===== src/rtl/pwrModeSeqPkg.sv =====
package pwrModeSeqPkg;
  localparam logic [2:0] MODE_HIGH     = 3'd0;
  localparam logic [2:0] MODE_MEDIUM   = 3'd1;
  localparam logic [2:0] MODE_SUBACT   = 3'd2;
  localparam logic [2:0] MODE_SLEEP    = 3'd3;
  localparam logic [2:0] MODE_SUBSLEEP = 3'd4;
  localparam logic [2:0] MODE_STANDBY  = 3'd5;
  localparam logic [2:0] MODE_WATCH    = 3'd6;

  typedef enum logic [1:0] {
    SEQ_RUN,
    SEQ_SETTLE,
    SEQ_LOW,
    SEQ_WAKE
  } seqState_t;

  // strobes from control to datapath
  typedef struct packed {
    logic enterSel;    // curMode <= modeSel, remember old mode
    logic latchTarget; // hold modeSel for a settled transition
    logic loadCnt;     // load settling counter
    logic decCnt;      // count settling down
    logic enterTarget; // curMode <= held target
    logic restore;     // curMode <= remembered active mode
    logic raiseBrk;    // set break-interrupt request
    logic setFlags;    // OR match bits into condition flags
  } seqStrobe_t;
endpackage


===== src/rtl/pwrModeSeqCtrl.sv =====
module pwrModeSeqCtrl
  import pwrModeSeqPkg::*;
(
  input  logic       clk,
  input  logic       rstN,
  input  logic       sleepReq,
  input  logic [2:0] modeSel,
  input  logic       anyMatch,
  input  logic       wakeUp,
  input  logic [2:0] curMode,
  input  logic       cntZero,
  output seqStrobe_t stb,
  output logic       seqIdle
);
  seqState_t state, stateNxt;
  logic pendBrk, pendNxt;

  logic onFast, onSub, reqLight, reqDeep, reqToSub, reqToFast, inLight;

  always_comb begin
    onFast    = (curMode == MODE_HIGH) || (curMode == MODE_MEDIUM);
    onSub     = (curMode == MODE_SUBACT);
    reqLight  = (onFast && modeSel == MODE_SLEEP) || (onSub && modeSel == MODE_SUBSLEEP);
    reqDeep   = (onFast || onSub) && (modeSel == MODE_STANDBY || modeSel == MODE_WATCH);
    reqToSub  = onFast && (modeSel == MODE_SUBACT);
    reqToFast = onSub && (modeSel == MODE_HIGH || modeSel == MODE_MEDIUM);
    inLight   = (curMode == MODE_SLEEP) || (curMode == MODE_SUBSLEEP);
  end

  always_comb begin
    stb      = '0;
    stateNxt = state;
    pendNxt  = pendBrk;
    unique case (state)
      SEQ_RUN: begin
        if (pendBrk) begin
          stb.raiseBrk = 1'b1;
          pendNxt      = 1'b0;
        end
        if (sleepReq) begin
          if (reqLight) begin
            if (anyMatch) begin
              stb.raiseBrk = 1'b1;
            end else begin
              stb.enterSel = 1'b1;
              stateNxt     = SEQ_LOW;
            end
          end else if (reqDeep) begin
            stb.enterSel = 1'b1;
            stb.setFlags = 1'b1;
            stateNxt     = SEQ_LOW;
          end else if (reqToSub) begin
            stb.enterSel = 1'b1;
            pendNxt      = anyMatch;
          end else if (reqToFast) begin
            stb.latchTarget = 1'b1;
            stb.loadCnt     = 1'b1;
            pendNxt         = anyMatch;
            stateNxt        = SEQ_SETTLE;
          end
        end
      end
      SEQ_SETTLE: begin
        if (cntZero) begin
          stb.enterTarget = 1'b1;
          stateNxt        = SEQ_RUN;
        end else begin
          stb.decCnt = 1'b1;
        end
      end
      SEQ_LOW: begin
        if (wakeUp) begin
          if (inLight) begin
            stb.restore = 1'b1;
            stateNxt    = SEQ_RUN;
          end else begin
            stb.loadCnt = 1'b1;
            stateNxt    = SEQ_WAKE;
          end
        end
      end
      SEQ_WAKE: begin
        if (cntZero) begin
          stb.restore = 1'b1;
          stateNxt    = SEQ_RUN;
        end else begin
          stb.decCnt = 1'b1;
        end
      end
      default: stateNxt = SEQ_RUN;
    endcase
  end

  always_ff @(posedge clk) begin
    if (!rstN) begin
      state   <= SEQ_RUN;
      pendBrk <= 1'b0;
    end else begin
      state   <= stateNxt;
      pendBrk <= pendNxt;
    end
  end

  assign seqIdle = (state == SEQ_RUN);
endmodule


===== src/rtl/pwrModeSeqDp.sv =====
module pwrModeSeqDp
  import pwrModeSeqPkg::*;
#(
  parameter int CNT_W = 16,
  parameter int NCH   = 2
) (
  input  logic             clk,
  input  logic             rstN,
  input  seqStrobe_t       stb,
  input  logic [2:0]       modeSel,
  input  logic [NCH-1:0]   brkMatch,
  input  logic [CNT_W-1:0] settleCount,
  input  logic             brkAck,
  input  logic [NCH-1:0]   flagClr,
  output logic [2:0]       curMode,
  output logic             cntZero,
  output logic             brkIrq,
  output logic [NCH-1:0]   condFlag
);
  logic [CNT_W-1:0] settleCnt;
  logic [2:0]       savedMode, targetMode;

  always_ff @(posedge clk) begin
    if (!rstN) begin
      curMode    <= MODE_HIGH;
      savedMode  <= MODE_HIGH;
      targetMode <= MODE_HIGH;
    end else begin
      if (stb.enterSel) begin
        curMode   <= modeSel;
        savedMode <= curMode;
      end else if (stb.enterTarget) begin
        curMode <= targetMode;
      end else if (stb.restore) begin
        curMode <= savedMode;
      end
      if (stb.latchTarget) targetMode <= modeSel;
    end
  end

  always_ff @(posedge clk) begin
    if (!rstN)            settleCnt <= '0;
    else if (stb.loadCnt) settleCnt <= settleCount;
    else if (stb.decCnt)  settleCnt <= settleCnt - 1'b1;
  end
  assign cntZero = (settleCnt == '0);

  always_ff @(posedge clk) begin
    if (!rstN)             brkIrq <= 1'b0;
    else if (stb.raiseBrk) brkIrq <= 1'b1;
    else if (brkAck)       brkIrq <= 1'b0;
  end

  for (genvar ch = 0; ch < NCH; ch++) begin : gFlag
    always_ff @(posedge clk) begin
      if (!rstN)                             condFlag[ch] <= 1'b0;
      else if (stb.setFlags && brkMatch[ch]) condFlag[ch] <= 1'b1;
      else if (flagClr[ch])                  condFlag[ch] <= 1'b0;
    end
  end
endmodule


===== src/rtl/pwrModeSeq.sv =====
module pwrModeSeq
  import pwrModeSeqPkg::*;
#(
  parameter int CNT_W = 16,
  parameter int NCH   = 2
) (
  input  logic             clk,
  input  logic             rstN,
  input  logic             sleepReq,
  input  logic [2:0]       modeSel,
  input  logic [NCH-1:0]   brkMatch,
  input  logic [CNT_W-1:0] settleCount,
  input  logic             wakeUp,
  input  logic             brkAck,
  input  logic [NCH-1:0]   flagClr,
  output logic [2:0]       curMode,
  output logic             brkIrq,
  output logic [NCH-1:0]   condFlag
);
  seqStrobe_t stb;
  logic cntZero, seqIdle;

  pwrModeSeqCtrl uCtrl (
    .clk(clk), .rstN(rstN), .sleepReq(sleepReq), .modeSel(modeSel),
    .anyMatch(|brkMatch), .wakeUp(wakeUp), .curMode(curMode),
    .cntZero(cntZero), .stb(stb), .seqIdle(seqIdle)
  );

  pwrModeSeqDp #(.CNT_W(CNT_W), .NCH(NCH)) uDp (
    .clk(clk), .rstN(rstN), .stb(stb), .modeSel(modeSel),
    .brkMatch(brkMatch), .settleCount(settleCount), .brkAck(brkAck),
    .flagClr(flagClr), .curMode(curMode), .cntZero(cntZero),
    .brkIrq(brkIrq), .condFlag(condFlag)
  );
endmodule


===== config.mk =====
export PLATFORM = sky130hd
export DESIGN_NAME = pwrModeSeq
export DESIGN_NICKNAME = d
export VERILOG_FILES = /design/src/rtl/pwrModeSeqPkg.sv /design/src/rtl/pwrModeSeqCtrl.sv /design/src/rtl/pwrModeSeqDp.sv /design/src/rtl/pwrModeSeq.sv
export SDC_FILE = /design/constraint.sdc
export NUM_CORES = 1
export LEC_CHECK = 0
export BUFFER_PORTS_ARGS = -buffer_cell sky130_fd_sc_hd__buf_2
export CAP_MARGIN = 15
export CORE_UTILIZATION = 45
export CTS_CLUSTER_SIZE = 30
export DETAILED_ROUTE_END_ITERATION = 10
export PLACE_DENSITY = 0.69
export SYNTH_ARGS = -nofsm -noshare
export SYNTH_HDL_FRONTEND = slang
export SYNTH_HIERARCHICAL = 1
export SYNTH_SLANG_ARGS = --single-unit

===== constraint.sdc =====
create_clock -name clk -period 7.2 [get_ports clk]
set_clock_uncertainty 0.1 [all_clocks]
set_input_delay 0.72 -clock clk [delete_from_list [all_inputs] [get_ports clk]]
set_output_delay 0.72 -clock clk [all_outputs]
set_load 0.005 [all_outputs]

==> results of run 1 <==
[cell families (layout without fill, tap and decap cells)]
kind of cell / after synthesis / in the layout / share of synthesized area (%)
and+or+nand+nor: 88 / 88 / 29.6
adders and majority gates: 1 / 1 / 0.699
buffers and inverters: 15 / 48 / 3.85
AOI/OAI and AO/OA: 50 / 50 / 17.1
DFF: 31 / 31 / 34.7
muxes: 13 / 13 / 7.27
xor gates and xnor gates: 14 / 14 / 6.85
[worst register-to-register path: stages, from the launching register on]
cell	delay [ns]
dfxtp_1	0.51
or3b_1	0.46
o32ai_2	0.86
inv_1	0.53
o21ai_0	0.30
a21oi_1	0.06
[registers in the layout, indices dropped and copies added, names as in the netlist]
| name | cells |
|---|---|
| uCtrl/pendBrk | 1 |
| uCtrl/state | 2 |
| uDp/brkIrq | 1 |
| uDp/condFlag | 2 |
| uDp/curMode | 3 |
| uDp/savedMode | 3 |
| uDp/settleCnt | 16 |
| uDp/targetMode | 3 |
[synth_stat cells (2+ instances only)]
cell type,instances,area share (%)
xnor2_1,4,2.0
nand4_1,4,1.4
mux2i_1,13,7.3
o21a_1,2,0.84
nor2_1,22,4.6
nand3_1,5,1.4
nor3b_1,3,1.3
a21boi_0,2,0.84
nand2b_1,9,3.1
or3_1,2,0.70
o22ai_1,4,1.4
or2b_1,2,0.84
inv_1,5,1.0
o21ai_0,15,4.2
nand3b_1,4,1.7
xor2_1,10,4.9
dfxtp_1,31,35
nand2_1,11,2.3
a21oi_1,16,4.5
clkbuf_1,6,1.3
a211oi_1,3,1.3
nor4_1,2,0.70
nor3_1,8,2.2
[power by group through the flow]
stage	sequential, mW	clock, mW	combinational (mW)
after CTS	0.202	0.154	0.121
after floorplan	0.201	0	0.0971
final	0.202	0.151	0.122
after global routing	0.205	0.162	0.136
after global placement	0.205	0	0.120
after detailed placement	0.205	0	0.120
[path summary, 6_finish.rpt]
kind                                              startpoint                             to  slack [ns]
worst max-delay path                              modeSel[1]  uDp/settleCnt[5]$_SDFFE_PN0P_        4.21
worst min-delay path            uDp/condFlag[1]$_SDFFE_PN0P_   uDp/condFlag[1]$_SDFFE_PN0P_        0.37
worst max register to register   uDp/curMode[1]$_SDFFE_PN0P_  uDp/settleCnt[5]$_SDFFE_PN0P_        4.27
worst min register to register  uDp/condFlag[1]$_SDFFE_PN0P_   uDp/condFlag[1]$_SDFFE_PN0P_        0.37
[metal layers]
layer	up-vias	share of wire (%)	global-route usage [%]
li1	830	-	-
met1	763	51	27.7
met2	24	44	33.9
met3	5	3.3	4.75
met4	0	0.95	4.08
met5	-	0	0
[placed cells by master (no fill, tap or decap), types with 5 or more instances in the layout]
master,n
clkbuf_8,7
nand2b_1,9
buf_2,33
inv_1,5
nor2_1,22
nand2_1,11
a21oi_1,16
nor3_1,8
xor2_1,10
nand3_1,5
dfxtp_1,31
o21ai_0,15
mux2i_1,13
[layout make-up]
| class | count | area (um2) | area share, % |
|---|---|---|---|
| multi-input cells | 166 | 1110 | 53.2 |
| flip-flops and latches | 31 | 621 | 29.8 |
| repair buffers | 34 | 173 | 8.29 |
| clock buffers | 8 | 100 | 4.80 |
| well taps | 48 | 60.1 | 2.88 |
| inverters | 6 | 22.5 | 1.08 |
==> results.toml, run 1 <==
[synthesis]
netlist_area_um2 = 1790
synth_ff_type = "dfxtp_1"
syn_nets = 241
synthArstFlopShare_pct = 0
synth_edf_count = 0
synth_seq_cells = 31
ys_warn_count = 6
yosysUniqueCellTypes = 52
syn_inst = 212
ys_seq_area_share_pct = 34.7
syn_avg_cell_area_um2 = 8.44

[power_and_ir_drop]
ir_drop_v = 0.000105
comb_power_share_pct = 25.7
clkPwrFrac_pct = 31.8
power_uw = 475
power.switching_uw = 146
cellLeakagePower_nw = 0.827
power_density_nw_per_um2 = 228
seqPwrFrac_pct = 42.5
intPower_uw = 329
switching_share_pct = 30.7

[setup_path]
critPathRequiredTime_ns = 7.25
cp-end-kind = "flip-flop"
max_stage_delay_ns = 0.86
cp_cell_sequence = "buf_2 -> or3b_1 -> o32ai_2 -> inv_1 -> o21ai_0 -> a21oi_1"
critPathTopFamily = "compound AO/OA/AOI/OAI gates"
crit_fanout = 18
path_depth = 6
crit_buf_inv = 2
arrival_ns = 3.04
worst_r2r_path_depth = 5
critPathKind = "in2reg"
startpoint_type = "primary input"
slowest_stage = "o32ai_2"

[floorplanning]
die_h_um = 65.1
initial_core_util_pct = 47.8
ios = 34
rows = 22
die_x_um = 65.1
die-area_um2 = 4230
core_area_um2 = 3740

[grt]
grt_pass1_wl_mm = 6.83
grt_usage_pct = 20.7
antenna_found_initial = 0
grt_overflow = 0
first_global_vias = 1560
grt_max_degree = 19

[drt]
wl_per_cell_um = 13.0
drcViolationCount = 0
drt-total-wl_mm = 3.81
first_pass_iters = 4
vias_per_cell = 5.54
ant_nets = 0
drt_iter0_markers = 79
vias = 1622

[sta]
worst_slew_pin_slew_ns = 1.03
post-route-min-period_ns = 2.99
rsz0062_at_grt = "false"
setup_viol = 0
hold_slack_ns = 0.370
drv_slew = 0
finalHoldViolations = 0
fin_ws_ns = 4.21
tns_ns = 0
period_share_pct = 41.6
slew-limit-headroom_pct = 31.3
fmax_mhz = 334

[outcome]
outcome = "finished, final reports clean"

[layout]
final_nets = 273
drive_above_1_share_pct = 19.6
syn_to_final_growth_pct = 16.4
fin_util_pct = 55.6
nFillCells = 379
instances_no_fill = 293
antennaDiodeCount = 0
final_area_um2 = 2080

[cts]
cts_inserted_buffers = 5
cts_buffer_depth = 2
cts-root-buf = "clkbuf_8"
cts_resized = 0
hold_buffers = 0
clk_pin_slew_ns = 0.07
clock-sinks = 31
post_cts_buffers = 0
cts_tree = "done"
htreeDepth = 2
clock_latency_ns = 0.28

[placement]
gp_congestion = 0.769
dpl.hpwl_mm = 2.63
dp_cells = 284
numPortBuffers = 33
placed_area_um2 = 1980
pre_cts_slack_ns = 3.92

[run]
maxCapViolations = 0

[worst_hold_path]
min_path_type = "reg2reg"
hold_path_depth = 2
Power figures use the tool's default switching activity.
==> run 2, diff against run 1 <==
--- a/config.mk
+++ b/config.mk
@@ -10,7 +10,7 @@
 export CORE_UTILIZATION = 45
 export CTS_CLUSTER_SIZE = 30
 export DETAILED_ROUTE_END_ITERATION = 10
-export PLACE_DENSITY = 0.69
+export PLACE_DENSITY = 0.72
 export SYNTH_ARGS = -nofsm -noshare
 export SYNTH_HDL_FRONTEND = slang
 export SYNTH_HIERARCHICAL = 1
==> constraint.sdc (replaced) <==
create_clock -name clk -period 2.4 [get_ports clk]
set_clock_uncertainty 0.1 [all_clocks]
set_input_delay 0.24 -clock clk [delete_from_list [all_inputs] [get_ports clk]]
set_output_delay 0.24 -clock clk [all_outputs]
set_load 0.005 [all_outputs]
==> run 2 against run 1 <==
  * Die area is the same
  * Worst hold slack lost 0.28 ns
  * Critical path type is now reg2reg
  * The flow now finishes with violations (setup timing)
  * Final cell count grew 7.2%
  * Wire length grew 12%
  * Sequential share of layout area shrank 3.3 points
==> results.toml, run 2 (synthesized netlist as in run 1, its figures left out) <==
[layout]
largest_reg_flops = 16
mostFrequentLayoutCells = "33 x buf_2, 28 x dfxtp_1, 22 x buf_4"
final_common_cell = "buf_2"
multi_input_area_um2 = 1200
fin_util_pct = 62.9
drive_above_1_share_pct = 32.7
final_nets = 294
syn_to_final_growth_pct = 31.7
nFillCells = 357
seq_area_um2 = 624
largest_register = "uDp/settleCnt"
final_area_um2 = 2360
instances_no_fill = 314
antennaDiodeCount = 0

[placement]
pre_cts_slack_ns = -0.0846
gp_congestion = 0.792
numPortBuffers = 33
dp_cells = 305
placed_area_um2 = 2150
dpl.hpwl_mm = 2.98

[worst_hold_path]
min_path_type = "in2reg"
hold_path_depth = 3

[cts]
cts_inserted_buffers = 5
htreeDepth = 2
clock-sinks = 31
clock_latency_ns = 0.28
cts-root-buf = "clkbuf_8"
cts_tree = "done"
cts_buffer_depth = 2
clk_pin_slew_ns = 0.07

[power_and_ir_drop]
cellLeakagePower_nw = 0.975
switching_share_pct = 30.0
power_mw = 1.64
seqPwrFrac_pct = 36.5
power_density_nw_per_um2 = 697
intPower_mw = 1.15
comb_power_share_pct = 31.1
power.switching_uw = 493
clkPwrFrac_pct = 32.4
ir_drop_v = 0.000423

[floorplanning]
die_h_um = 65.1
die-area_um2 = 4230
core_area_um2 = 3740
die_x_um = 65.1
rows = 22
ios = 34
initial_core_util_pct = 47.8

[setup_path]
critPathKind = "reg2reg"
cp_cell_sequence = "or4_4 -> nor2_4 -> nand3_2 -> nor4b_4 -> nand2_2 -> nor2_4 -> mux2i_1 -> o21ai_1 -> mux2i_1 -> nor2_1"
slowest_stage = "or4_4"
crit_buf_inv = 0
crit_fanout = 4
critPathRequiredTime_ns = 2.47
max_stage_delay_ns = 0.55
critPathTopFamily = "simple AND/OR/NAND/NOR gates"
arrival_ns = 2.49
path_depth = 10
worst_r2r_path_depth = 10
cp-end-kind = "flip-flop"
startpoint_type = "flip-flop"

[grt]
grt_overflow = 0
antenna_found_initial = 0
grt_usage_pct = 22.1
grt_max_degree = 19
first_global_vias = 1591
grt_pass1_wl_mm = 7.20

[sta]
finalHoldViolations = 0
slew-limit-headroom_pct = 61.8
fmax_mhz = 412
post-route-min-period_ns = 2.42
rsz0062_at_grt = "true"
worst_slew_pin_slew_ns = 0.568
period_share_pct = 101
tns_ns = -0.0243
drv_slew = 0
hold_slack_ns = 0.0925
setup_viol = 1
fin_ws_ns = -0.0243

[run]
maxCapViolations = 0

[outcome]
outcome = "complete, but fails checks"
failed_checks = "setup timing"

[drt]
drt_iter0_markers = 79
vias = 1688
ant_nets = 0
wl_per_cell_um = 13.6
vias_per_cell = 5.38
drcViolationCount = 0
first_pass_iters = 4
drt-total-wl_mm = 4.27
[run 2: cell types whose count changed in the layout (fill, tap and decap cells not counted), sizes merged]
| cell | change |
|---|---|
| buf | +22 |
| bufinv | +1 |
| clkbuf | -3 |
| clkinv | +1 |
[run 2: repair_timing]
| action | CTS | global route |
|---|---|---|
| resized for setup | 3 | 16 |
| pin swaps | 3 | 13 |
| setup endpoints to repair | 4 | 18 |
| endpoints found under the hold margin | 0 | 0 |
| hold buffers | 0 | 0 |
| buffers inserted | 0 | 1 |
[run 2: path summary, 6_finish.rpt]
path | start | end | slack [ns]
hold / removal | settleCount[0] | uDp/settleCnt[0]$_SDFFE_PN0P_ | 0.09
setup / recovery | uDp/settleCnt[13]$_SDFFE_PN0P_ | uDp/curMode[0]$_SDFFE_PN0P_ | -0.02
setup reg to reg | uDp/settleCnt[13]$_SDFFE_PN0P_ | uDp/curMode[0]$_SDFFE_PN0P_ | -0.02
hold reg to reg | uDp/condFlag[1]$_SDFFE_PN0P_ | uDp/condFlag[1]$_SDFFE_PN0P_ | 0.36
[run 2: layout make-up]
cell class / count / area share (%)
Inverter: 6 / 0.956
Clock inverter: 2 / 1.49
Sequential cell: 31 / 26.5
Tap cell: 48 / 2.55
Multi-Input combinational cell: 166 / 51.0
Timing Repair Buffer: 55 / 14.0
Clock buffer: 6 / 3.51
[run 2: tightest hold or removal path: cells and delay by family]
kind	cells	cell delay, ns
buffers and inverters	1	0.07
AND/OR/NAND/NOR	1	0.07
AO/OA/AOI/OAI	1	0.05
[run 2: routing by layer]
metal  GRT usage [%]  vias to the layer above  share of wire, %
li1                -                      870                 -
met1            29.6                      779                48
met2            34.5                       35                47
met3            6.51                        4               3.7
met4            5.71                        0              0.82
met5               0                        -                 0
[run 2: power by group through the flow]
stage / clock network [mW] / logic [mW] / registers [mW]
floorplan: 0 / 0.304 / 0.604
global placement: 0 / 0.441 / 0.603
detailed placement: 0 / 0.449 / 0.604
CTS: 0.540 / 0.454 / 0.593
finish: 0.531 / 0.511 / 0.599
global route: 0.573 / 0.559 / 0.603
==> run 3, diff against run 2 <==
--- a/config.mk
+++ b/config.mk
@@ -5,12 +5,13 @@
 export SDC_FILE = /design/constraint.sdc
 export NUM_CORES = 1
 export LEC_CHECK = 0
+export ABC_AREA = 1
 export BUFFER_PORTS_ARGS = -buffer_cell sky130_fd_sc_hd__buf_2
 export CAP_MARGIN = 15
 export CORE_UTILIZATION = 45
 export CTS_CLUSTER_SIZE = 30
 export DETAILED_ROUTE_END_ITERATION = 10
-export PLACE_DENSITY = 0.72
+export PLACE_DENSITY = 0.68
 export SYNTH_ARGS = -nofsm -noshare
 export SYNTH_HDL_FRONTEND = slang
 export SYNTH_HIERARCHICAL = 1
==> constraint.sdc (replaced) <==
create_clock -name clk -period 2.97 [get_ports clk]
set_clock_uncertainty 0.1 [all_clocks]
set_input_delay 0.297 -clock clk [delete_from_list [all_inputs] [get_ports clk]]
set_output_delay 0.297 -clock clk [all_outputs]
set_load 0.005 [all_outputs]
==> run 3 against run 2 <==
  * The run now ends clean
  * Final area fell by 2.5%
  * Sequential cell count did not move
  * First-iteration DRC count rose by 44%
  * Via count rose by 17%
  * Maximum frequency fell by 4.7%
  * Die area rose by 9.2%
  * Area after synthesis rose by 9.5%
==> results.toml, run 3 <==
[placement]
placed_area_um2 = 2180
gp_congestion = 0.850
dpl.hpwl_mm = 3.29
numPortBuffers = 33

[setup_path]
worst_r2r_path_depth = 13
critPathKind = "reg2reg"
startpoint_type = "flip-flop"
slowest_stage = "nor4_1"
reg2reg_from = "uDp/settleCnt[0]$_SDFFE_PN0P_"
arrival_ns = 2.59
critPathTopFamily = "simple AND/OR/NAND/NOR gates"
rr_endpoint = "uDp/settleCnt[9]$_SDFFE_PN0P_"
crit_fanout = 13
cp_cell_sequence = "inv_2 -> ha_1 -> nand2_2 -> nor2_8 -> nand3_2 -> nor4_1 -> nor2_1 -> nand2_2 -> inv_1 -> nand4_1 -> nand2_1 -> nor2_1 -> nor2_1"
max_stage_delay_ns = 0.40
critPathRequiredTime_ns = 3.02
cp-end-kind = "flip-flop"
rrSetupSlack_ns = 0.43
crit_buf_inv = 2
crit_top_cell = "nor2_1"

[cts]
clock-sinks = 31
hold_buffers = 0
cts-root-buf = "clkbuf_8"
post_cts_buffers = 0
cts_tree = "done"
clk_pin_slew_ns = 0.07
clock_latency_ns = 0.28
cts_inserted_buffers = 5
cts_resized = 0
htreeDepth = 2
cts_buffer_depth = 2

[synthesis]
synth_top_cell_by_area = "dfxtp_1"
syn_nets = 329
netlist_area_um2 = 1960
ys_warn_count = 6
syn_avg_cell_area_um2 = 6.53
ys_seq_area_share_pct = 31.7
synthArstFlopShare_pct = 0
yosysMostFrequentCell = "nand2_1"
yosysUniqueCellTypes = 34
netlist_top_cells_area = "dfxtp_1 32%, nand2_1 13%, nor2_1 8.2%, inv_1 6.3%, a21oi_1 4.3%"
synth_seq_cells = 31
synth_top_area_share_pct = 31.7
synth_common_cells = "67 x nand2_1, 43 x nor2_1, 33 x inv_1"
synth_edf_count = 0
syn_inst = 300
synth_ff_type = "dfxtp_1"

[worst_hold_path]
worstHoldStart = "flagClr[1]"
hold_path_depth = 4
min_to = "uDp/condFlag[1]$_SDFFE_PN0P_"
min_path_type = "in2reg"

[sta]
setup_viol = 0
rsz0062_at_grt = "false"
period_share_pct = 85.6
post-route-min-period_ns = 2.54
finalHoldViolations = 0
fmax_mhz = 393
hold_slack_ns = 0.153
tns_ns = 0
drv_slew = 0
slew-limit-headroom_pct = 64.5
worst_slew_pin_slew_ns = 0.531

[power_and_ir_drop]
power_density_nw_per_um2 = 580
intPower_uw = 880
clkPwrFrac_pct = 32.6
ir_drop_v = 0.000245
seqPwrFrac_pct = 36.6
switching_share_pct = 33.9
power.switching_uw = 452
comb_power_share_pct = 30.8
cellLeakagePower_nw = 1.11

[floorplanning]
die_x_um = 68.0
core_area_um2 = 4090
die_h_um = 68.0
initial_core_util_pct = 47.9
rows = 23
ios = 34
die-area_um2 = 4620

[layout]
final_area_um2 = 2300
multi_input_area_um2 = 1170
syn_to_final_growth_pct = 17.2
antennaDiodeCount = 0
drive_above_1_share_pct = 23.4
final_nets = 366
nFillCells = 430
seq_area_um2 = 621
largest_reg_flops = 16
mostFrequentLayoutCells = "67 x nand2_1, 43 x nor2_1, 33 x inv_1, 33 x buf_2, 31 x dfxtp_1"
final_common_cell = "nand2_1"
largest_register = "uDp/settleCnt"
fin_util_pct = 56.2

[grt]
busiest_layer = "met2"
grt_max_degree = 18
grt_pass1_wl_mm = 7.40
first_global_vias = 1721
grt_usage_pct = 21.3
grt_overflow = 0
antenna_found_initial = 0
grtUsageMet1_pct = 26.5
gr-usage-met2_pct = 36.5
use_met3_pct = 4.00

[run]
maxCapViolations = 0

[drt]
drt-total-wl_mm = 4.40
ant_nets = 0
vias_per_cell = 5.09
vias = 1974
first_pass_iters = 4
drt_iter0_markers = 114
drcViolationCount = 0
wl_per_cell_um = 11.3

[outcome]
outcome = "finished, final reports clean"
## run 3: cell count changes after synthesis, sizes merged, moves of 4 or more
cell    before  now
a22oi        0    9
inv          5   39
mux2i       13    0
nor3         9    3
nor2        22   54
a31oi        0    5
o21ai       15   19
xor2        10    3
nand2       11   79
nand3        6   15
nand3b       4    0
o211ai       1    5
clkbuf       6    2
nand2b      10    0
## run 3: worst max path at each step
stage / end / start / slack, ns / cells after the start
5_1_grt: uDp/settleCnt[0]$_SDFFE_PN0P_ / uDp/settleCnt[0]$_SDFFE_PN0P_ / 0.03 / 13
4_1_cts: uDp/settleCnt[9]$_SDFFE_PN0P_ / uDp/settleCnt[0]$_SDFFE_PN0P_ / 0.44 / 13
3_3_place_gp: uDp/settleCnt[0]$_SDFFE_PN0P_ / uDp/settleCnt[0]$_SDFFE_PN0P_ / 0.57 / 13
2_1_floorplan: uDp/curMode[0]$_SDFFE_PN0P_ / uDp/settleCnt[0]$_SDFFE_PN0P_ / 0.87 / 12
6_report: uDp/settleCnt[9]$_SDFFE_PN0P_ / uDp/settleCnt[0]$_SDFFE_PN0P_ / 0.43 / 13
3_5_place_dp: uDp/settleCnt[0]$_SDFFE_PN0P_ / uDp/settleCnt[0]$_SDFFE_PN0P_ / 0.46 / 13
## run 3: final cells by class
type | instances | area share (%)
multi-input combinational | 225 | 50.9
sequential | 31 | 27.0
timing repair buffer | 35 | 7.85
inverter | 39 | 6.38
clock buffer | 6 | 3.60
tap | 50 | 2.72
clock inverter | 2 | 1.53
## run 3: tightest hold or removal path, stage by stage
cell     delay, ns
buf_2         0.07
inv_1         0.03
nand2_1       0.04
a21oi_1       0.05
## run 3: cells by family (layout without fill, tap and decap cells)
group,Yosys count,in the layout,synth area share (%)
compound gates,60,60,18.1
xor+xnor,5,5,2.62
fa+ha+maj,1,1,0.638
buf+inv,44,82,8.68
flops,31,31,31.7
simple gates,159,159,38.3
## run 3: layer usage
layer	share of wire (%)	wire, um	vias up
met4	1.0	46	0
met3	3.9	172	7
met1	45	1980	875
li1	-	-	1044
met2	50	2200	48
met5	0	0	-
## run 3: metrics by stage
step | cells | total power [mW] | setup slack [ns]
after floorplan | 300 | 0.805 | 0.866
after global placement | 380 | 0.897 | 0.570
after detailed placement | 380 | 0.905 | 0.462
after CTS | 388 | 1.34 | 0.441
after global routing | 388 | 1.42 | 0.0325
final | 388 | 1.33 | 0.426
## run 3: power by group through the flow
stage,Clock (mW),Combinational [mW],Sequential (mW)
global placement,0,0.402,0.495
finish,0.434,0.411,0.487
global route,0.463,0.469,0.492
CTS,0.444,0.413,0.487
detailed placement,0,0.410,0.496
floorplan,0,0.318,0.487
